===== src/rtl/qdec_pkg.sv =====
package qdec_pkg;
   localparam int unsigned REG_AW = 4;
   typedef logic [REG_AW-1:0] qdec_addr_t;

   // register addresses
   localparam qdec_addr_t A_CTRL = 4'd0;
   localparam qdec_addr_t A_POS  = 4'd1;
   localparam qdec_addr_t A_PMAX = 4'd2;
   localparam qdec_addr_t A_UPRD = 4'd3;
   localparam qdec_addr_t A_PLAT = 4'd4;
   localparam qdec_addr_t A_WDTO = 4'd5;
   localparam qdec_addr_t A_CLAT = 4'd6;
   localparam qdec_addr_t A_FLAG = 4'd7;
   localparam qdec_addr_t A_IMSK = 4'd8;

   // control bits
   localparam int unsigned NCTRL  = 4;
   localparam int unsigned C_CNT  = 0;
   localparam int unsigned C_UNIT = 1;
   localparam int unsigned C_WDOG = 2;
   localparam int unsigned C_CAP  = 3;

   // flag bits
   localparam int unsigned NFLAG   = 4;
   localparam int unsigned F_UNIT  = 0;
   localparam int unsigned F_STALL = 1;
   localparam int unsigned F_PERR  = 2;
   localparam int unsigned F_COVF  = 3;
endpackage


===== src/rtl/qdec_decoder.sv =====
module qdec_decoder (
   input  logic clk,
   input  logic rst_n,
   input  logic qa,
   input  logic qb,
   output logic cnt_evt,
   output logic up_evt,
   output logic err_evt,
   output logic edge_evt
);
   logic pa_q, pb_q;
   logic chg_a, chg_b;

   always_ff @(posedge clk) begin
      if (!rst_n) begin
         pa_q <= 1'b0;
         pb_q <= 1'b0;
      end else begin
         pa_q <= qa;
         pb_q <= qb;
      end
   end

   assign chg_a    = qa ^ pa_q;
   assign chg_b    = qb ^ pb_q;
   assign edge_evt = chg_a | chg_b;
   assign err_evt  = chg_a & chg_b;
   assign cnt_evt  = chg_a ^ chg_b;
   // forward order: new A differs from old B
   assign up_evt   = qa ^ pb_q;
endmodule


===== src/rtl/qdec_position.sv =====
module qdec_position #(
   parameter int unsigned POS_W = 32
) (
   input  logic             clk,
   input  logic             rst_n,
   input  logic             en,
   input  logic             step,
   input  logic             up,
   input  logic             load,
   input  logic [POS_W-1:0] load_val,
   input  logic [POS_W-1:0] ceil_val,
   output logic [POS_W-1:0] pos,
   output logic             dir
);
   logic             do_step;
   logic [POS_W-1:0] pos_inc, pos_dec;

   assign do_step = en && step;
   assign pos_inc = (pos >= ceil_val) ? '0 : pos + POS_W'(1);
   assign pos_dec = (pos == '0) ? ceil_val : pos - POS_W'(1);

   always_ff @(posedge clk) begin
      if (!rst_n) begin
         pos <= '0;
         dir <= 1'b0;
      end else begin
         if (load)         pos <= load_val;
         else if (do_step) pos <= up ? pos_inc : pos_dec;
         if (do_step)      dir <= up;
      end
   end
endmodule


===== src/rtl/qdec_period_tmr.sv =====
module qdec_period_tmr #(
   parameter int unsigned W = 32
) (
   input  logic         clk,
   input  logic         rst_n,
   input  logic         en,
   input  logic         clr,
   input  logic [W-1:0] limit,
   output logic         hit
);
   logic [W-1:0] cnt;
   logic         at_lim;

   assign at_lim = (cnt >= limit);
   assign hit    = en && !clr && at_lim;

   always_ff @(posedge clk) begin
      if (!rst_n)              cnt <= '0;
      else if (!en || clr)     cnt <= '0;
      else if (at_lim)         cnt <= '0;
      else                     cnt <= cnt + W'(1);
   end
endmodule


===== src/rtl/qdec_capture.sv =====
module qdec_capture #(
   parameter int unsigned W = 16
) (
   input  logic         clk,
   input  logic         rst_n,
   input  logic         en,
   input  logic         evt,
   output logic [W-1:0] latch,
   output logic         ovf
);
   logic [W-1:0] cnt;
   logic         full;

   assign full = (cnt == {W{1'b1}});
   assign ovf  = en && !evt && full;

   always_ff @(posedge clk) begin
      if (!rst_n) begin
         cnt   <= '0;
         latch <= '0;
      end else if (!en) begin
         cnt   <= '0;
      end else if (evt) begin
         latch <= cnt;
         cnt   <= W'(1);
      end else if (full) begin
         cnt   <= '0;
      end else begin
         cnt   <= cnt + W'(1);
      end
   end
endmodule


===== src/rtl/qdec_top.sv =====
module qdec_top
   import qdec_pkg::*;
#(
   parameter int unsigned DATA_W    = 32,
   parameter int unsigned POS_W     = 32,
   parameter int unsigned UT_W      = 32,
   parameter int unsigned WD_W      = 16,
   parameter int unsigned CAP_W     = 16,
   parameter bit          HAS_WDOG  = 1'b1,
   parameter bit          HAS_CAP   = 1'b1
) (
   input  logic              clk,
   input  logic              rst_n,
   input  logic              qa,
   input  logic              qb,
   input  logic              wr_en,
   input  logic [REG_AW-1:0] wr_addr,
   input  logic [DATA_W-1:0] wr_data,
   input  logic [REG_AW-1:0] rd_addr,
   output logic [DATA_W-1:0] rd_data,
   output logic [POS_W-1:0]  pos_o,
   output logic              dir_o,
   output logic [NFLAG-1:0]  flags_o,
   output logic              irq
);
   // elaboration checks
   if (POS_W < 2 || POS_W > DATA_W) begin : g_bad_pos
      $error("qdec_top: POS_W must lie in 2..DATA_W");
   end
   if (UT_W < 1 || UT_W > DATA_W) begin : g_bad_ut
      $error("qdec_top: UT_W must lie in 1..DATA_W");
   end
   if (WD_W < 1 || WD_W > DATA_W) begin : g_bad_wd
      $error("qdec_top: WD_W must lie in 1..DATA_W");
   end
   if (CAP_W < 2 || CAP_W > DATA_W) begin : g_bad_cap
      $error("qdec_top: CAP_W must lie in 2..DATA_W");
   end
   if (DATA_W < NCTRL || DATA_W < NFLAG) begin : g_bad_data
      $error("qdec_top: DATA_W too narrow for control or flag field");
   end

   logic [NCTRL-1:0] ctrl;
   logic [POS_W-1:0] ceil_q, pos_latch;
   logic [UT_W-1:0]  unit_prd;
   logic [WD_W-1:0]  wd_to;
   logic [NFLAG-1:0] flags, imask, flag_set, flag_clr;
   logic [CAP_W-1:0] cap_latch;
   logic             cnt_evt, up_evt, err_evt, edge_evt;
   logic             unit_hit, stall_hit, cap_ovf;
   logic             pos_wr;

   assign pos_wr = wr_en && (wr_addr == A_POS);

   qdec_decoder u_dec (
      .clk      (clk),
      .rst_n    (rst_n),
      .qa       (qa),
      .qb       (qb),
      .cnt_evt  (cnt_evt),
      .up_evt   (up_evt),
      .err_evt  (err_evt),
      .edge_evt (edge_evt)
   );

   qdec_position #(.POS_W(POS_W)) u_pos (
      .clk      (clk),
      .rst_n    (rst_n),
      .en       (ctrl[C_CNT]),
      .step     (cnt_evt),
      .up       (up_evt),
      .load     (pos_wr),
      .load_val (wr_data[POS_W-1:0]),
      .ceil_val (ceil_q),
      .pos      (pos_o),
      .dir      (dir_o)
   );

   qdec_period_tmr #(.W(UT_W)) u_unit (
      .clk   (clk),
      .rst_n (rst_n),
      .en    (ctrl[C_UNIT]),
      .clr   (1'b0),
      .limit (unit_prd),
      .hit   (unit_hit)
   );

   if (HAS_WDOG) begin : g_wdog
      qdec_period_tmr #(.W(WD_W)) u_wdog (
         .clk   (clk),
         .rst_n (rst_n),
         .en    (ctrl[C_WDOG]),
         .clr   (edge_evt),
         .limit (wd_to),
         .hit   (stall_hit)
      );
   end else begin : g_no_wdog
      assign stall_hit = 1'b0;
   end

   if (HAS_CAP) begin : g_cap
      qdec_capture #(.W(CAP_W)) u_cap (
         .clk   (clk),
         .rst_n (rst_n),
         .en    (ctrl[C_CAP]),
         .evt   (cnt_evt && ctrl[C_CNT]),
         .latch (cap_latch),
         .ovf   (cap_ovf)
      );
   end else begin : g_no_cap
      assign cap_latch = '0;
      assign cap_ovf   = 1'b0;
   end

   // configuration registers
   always_ff @(posedge clk) begin
      if (!rst_n) begin
         ctrl     <= '0;
         ceil_q   <= '1;
         unit_prd <= '0;
         wd_to    <= '1;
         imask    <= '0;
      end else if (wr_en) begin
         case (wr_addr)
            A_CTRL:  ctrl     <= wr_data[NCTRL-1:0];
            A_PMAX:  ceil_q   <= wr_data[POS_W-1:0];
            A_UPRD:  unit_prd <= wr_data[UT_W-1:0];
            A_WDTO:  wd_to    <= wr_data[WD_W-1:0];
            A_IMSK:  imask    <= wr_data[NFLAG-1:0];
            default: ;
         endcase
      end
   end

   // position snapshot on unit period
   always_ff @(posedge clk) begin
      if (!rst_n)        pos_latch <= '0;
      else if (unit_hit) pos_latch <= pos_o;
   end

   // sticky flags, set wins over clear
   always_comb begin
      flag_set          = '0;
      flag_set[F_UNIT]  = unit_hit;
      flag_set[F_STALL] = stall_hit;
      flag_set[F_PERR]  = err_evt;
      flag_set[F_COVF]  = cap_ovf;
      flag_clr = (wr_en && wr_addr == A_FLAG) ? wr_data[NFLAG-1:0] : '0;
   end

   always_ff @(posedge clk) begin
      if (!rst_n) flags <= '0;
      else        flags <= (flags & ~flag_clr) | flag_set;
   end

   assign flags_o = flags;
   assign irq     = |(flags & imask);

   // read mux
   always_comb begin
      rd_data = '0;
      case (rd_addr)
         A_CTRL:  rd_data[NCTRL-1:0] = ctrl;
         A_POS:   rd_data[POS_W-1:0] = pos_o;
         A_PMAX:  rd_data[POS_W-1:0] = ceil_q;
         A_UPRD:  rd_data[UT_W-1:0]  = unit_prd;
         A_PLAT:  rd_data[POS_W-1:0] = pos_latch;
         A_WDTO:  rd_data[WD_W-1:0]  = wd_to;
         A_CLAT:  rd_data[CAP_W-1:0] = cap_latch;
         A_FLAG:  rd_data[NFLAG-1:0] = flags;
         A_IMSK:  rd_data[NFLAG-1:0] = imask;
         default: ;
      endcase
   end
endmodule


===== config.mk =====
export PLATFORM = sky130hd
export DESIGN_NAME = qdec_top
export DESIGN_NICKNAME = d
export VERILOG_FILES = /design/src/rtl/qdec_pkg.sv /design/src/rtl/qdec_decoder.sv /design/src/rtl/qdec_position.sv /design/src/rtl/qdec_period_tmr.sv /design/src/rtl/qdec_capture.sv /design/src/rtl/qdec_top.sv
export SDC_FILE = /design/constraint.sdc
export NUM_CORES = 1
export LEC_CHECK = 0
export BUFFER_PORTS_ARGS = -buffer_cell sky130_fd_sc_hd__buf_2
export CAP_MARGIN = 30
export CORE_UTILIZATION = 55
export DETAILED_ROUTE_END_ITERATION = 8
export PLACE_DENSITY = 0.75
export RECOVER_POWER = 25
export SYNTH_ARGS = -nofsm -noshare
export SYNTH_HDL_FRONTEND = slang
export SYNTH_SLANG_ARGS = --single-unit

===== constraint.sdc =====
create_clock -name clk -period 3.6 [get_ports clk]
set_input_delay 0.54 -clock clk [delete_from_list [all_inputs] [get_ports clk]]
set_output_delay 0.54 -clock clk [all_outputs]
set_load 0.1 [all_outputs]

==> impl_metrics.yaml <==
clock_network:
  cts_tree: "done"
  htree_levels: 1
  cts_made_buffers: 27
  post_cts_buffers: 0
  path_clk_slew_ns: 0.06
  ctsHoldBuffers: 0
  cts_buffer_depth: 3
  cts.repair.resized: 0
  ctsRootBufferMaster: "clkbuf_16"
  cts.sink_count: 239
  clk_latency_ns: 0.55
job:
  maxCapViolations: 3
synth:
  synth_ff_type: "dfxtp_1"
  synth_cell_types: 70
  postSynthCellCount: 1792
  synth-seq-cells: 239
  synth_area_um2: 14000
  synth_enable_flop_cells: 0
  synth_nets: 1925
  ys_warn_count: 0
  synth_area_per_cell_um2: 7.82
  yosysSeqAreaShare_pct: 34.1
  async_flop_share_pct: 0
place:
  io_buffers: 114
  dp_hpwl_um: 30800
  gp_congestion: 0.942
routing:
  drt_iter0_markers: 1478
  vias: 13700
  wl_per_cell_um: 19.6
  wl_um: 43400
  via_per_inst: 6.20
  drtPass1Iterations: 5
  ant_nets: 0
  drc: 0
floorplan:
  pin_count: 115
  fp.dieW_um: 162
  core_um2: 25100
  chipHeight_um: 162
  row_count: 58
  initial_core_util_pct: 55.8
  fp.dieArea_um2: 26100
finish:
  layout_commonest_cell: "nand2_1"
  nNetsFinal: 1994
  antennaDiodeCount: 0
  utilization_pct: 63.9
  layout_common_cells: "nand2_1 (296), dfxtp_1 (239), nor2_1 (126), nand3_1 (101), buf_2 (101)"
  layout-drive-gt1-share_pct: 12.1
  fillers: 2225
  area_growth_pct: 14.4
timing:
  slew_headroom_pct: -56.5
  tightestPinTransition_ns: 2.35
  tns_ns: 0
  timing.fmax_mhz: 323
  fin_worst_skew_ns: 0.0235
  setup_viol: 0
  hold_viol: 0
  grt_setup_unrepaired: "no"
  slew_violations: 126
  period_minus_slack_ns: 3.09
  fin_crit_sh_pct: 85.9
critical_path:
  r2r_setup_slack_ns: 0.51
  endpoint: "u_pos.pos[4]"
  criticalPathCategory: "register to register"
  required_ns: 4.02
  crit_path_max_fanout: 18
  r2r_end: "u_pos.pos[4]"
  rr_worst_depth: 10
  cp-start-kind: "register"
  critPathCaptureType: "register"
  startpoint: "u_pos.pos[13]"
  cp.arrival_ns: 3.51
  r2r_start: "u_pos.pos[13]"
grt:
  track_usage_pct: 32.8
  antenna_found_initial: 0
  grt_pass1_wl_um: 68400
  grt-ovfl-total: 0
  grt_pass1_vias: 12600
  grt_max_degree: 65
run_status:
  outcome: "finished with violations"
  violations: "capacitance limit, slew limit"
worst_hold_path:
  min_path_cells: 2
  hp-class: "input pin to register"
pwr:
  leakagePower_nw: 6.65
  peakVddDrop_uv: 340
  power.density_nw_per_um2: 414
  total_power_mw: 6.64
==> registers in the layout, indices dropped and copies added (netlist names) <==
name / count
u_dec.pa_q: 1
flags_o: 4
g_wdog.u_wdog.cnt: 16
g_cap.u_cap.latch: 16
u_pos.pos: 32
ctrl: 4
ceil_q: 32
pos_latch: 32
u_unit.cnt: 32
unit_prd: 32
imask: 4
wd_to: 16
u_dec.pb_q: 1
u_pos.dir: 1
g_cap.u_cap.cnt: 16
==> layout make-up <==
cell class | count | area (um^2) | share of cell area, %
clock inverter | 9 | 126 | 0.788
clock buffer | 41 | 808 | 5.04
timing repair buffer | 170 | 1150 | 7.19
tap | 330 | 413 | 2.57
inverter | 99 | 372 | 2.32
sequential | 239 | 4780 | 29.8
multi-input combinational | 1324 | 8380 | 52.3
==> cell usage after synthesis (all sizes together), types with 3 or more instances <==
library cell | n | share of area, %
a221oi | 6 | 0.37
or4 | 5 | 0.29
and3 | 17 | 0.76
or2 | 4 | 0.18
a211oi | 5 | 0.27
buf | 22 | 0.80
nor3b | 5 | 0.30
nor3 | 25 | 1.0
and2 | 7 | 0.31
a21boi | 53 | 2.8
nor2 | 126 | 3.4
nand3 | 102 | 3.7
a21o | 8 | 0.43
o31ai | 5 | 0.27
nand2b | 9 | 0.40
and4 | 8 | 0.50
o21ai | 84 | 3.0
inv | 99 | 2.7
nand4 | 29 | 1.3
a2111oi | 3 | 0.19
o2111a | 18 | 1.4
dfxtp | 239 | 34
o2111ai | 3 | 0.19
xor2 | 65 | 4.1
o211ai | 63 | 3.4
a221o | 3 | 0.21
nor4 | 10 | 0.55
o221ai | 16 | 1.0
ha | 88 | 7.9
a31oi | 15 | 0.67
nand2 | 297 | 8.0
clkbuf | 108 | 2.9
a22oi | 78 | 4.2
xnor2 | 38 | 2.4
mux2i | 9 | 0.64
a21oi | 47 | 1.7
nor2b | 9 | 0.40
or3 | 36 | 1.6
==> cells by family (layout without fill, tap and decap cells) <==
family / count (synthesis) / in the layout / share of synthesized area (%)
simple gates: 698 / 698 / 23.2
compound gates: 425 / 425 / 21.3
xor+xnor: 103 / 103 / 6.44
flops: 239 / 239 / 34.1
mux: 10 / 10 / 0.723
buf+inv: 229 / 319 / 6.35
fa+ha+maj: 88 / 88 / 7.86
==> per-layer routing <==
layer  routed length (um)  global-route usage (%)  part of all wire (%)
met2                19400                    52.4                    45
met4                 1920                    14.2                   4.4
met1                18700                    44.0                    43
met3                 3260                    4.55                   7.5
met5                    0                       0                     0
==> report_power, final <==
group	internal [mW]	total [mW]	switching [mW]
Sequential	2.67	2.71	0.0392
Combinational	0.306	1.01	0.704
Clock	1.76	2.91	1.15
Total	4.74	6.64	1.90
==> how the worst min path moves through the flow <==
stage / start / end / slack [ns]
2_1_floorplan: u_unit.cnt[0] / u_unit.cnt[0] / 0.43
3_3_place_gp: u_unit.cnt[0] / u_unit.cnt[0] / 0.45
3_5_place_dp: g_cap.u_cap.latch[3] / g_cap.u_cap.latch[3] / 0.46
4_1_cts: qb / u_dec.pb_q / 0.22
5_1_grt: qb / u_dec.pb_q / 0.22
6_report: qb / u_dec.pb_q / 0.22
==> worst max-delay path: stages, from the launching register on <==
cell and delay, ns:
dfxtp_1 0.61, ha_1 0.24, nand2_1 0.07, nor4_1 0.50, or4b_1 0.49, a31oi_1 0.22
or3_1 0.16, buf_4 0.25, nor3_1 0.08, a211oi_1 0.23, a21oi_1 0.11
==> stage by stage <==
step | instance area, um^2 | hold slack [ns] | setup WS, ns | std cells
after global placement | 15100 | 0.447 | 0.700 | 2161
after CTS | 16100 | 0.216 | 0.555 | 2212
after global routing | 16000 | 0.221 | 0.367 | 2212
after floorplan | 14000 | 0.430 | 0.0634 | 1792
after detailed placement | 15100 | 0.459 | 0.558 | 2162
final | 16000 | 0.222 | 0.509 | 2212
Note: power is estimated with default switching activity, not from simulation.
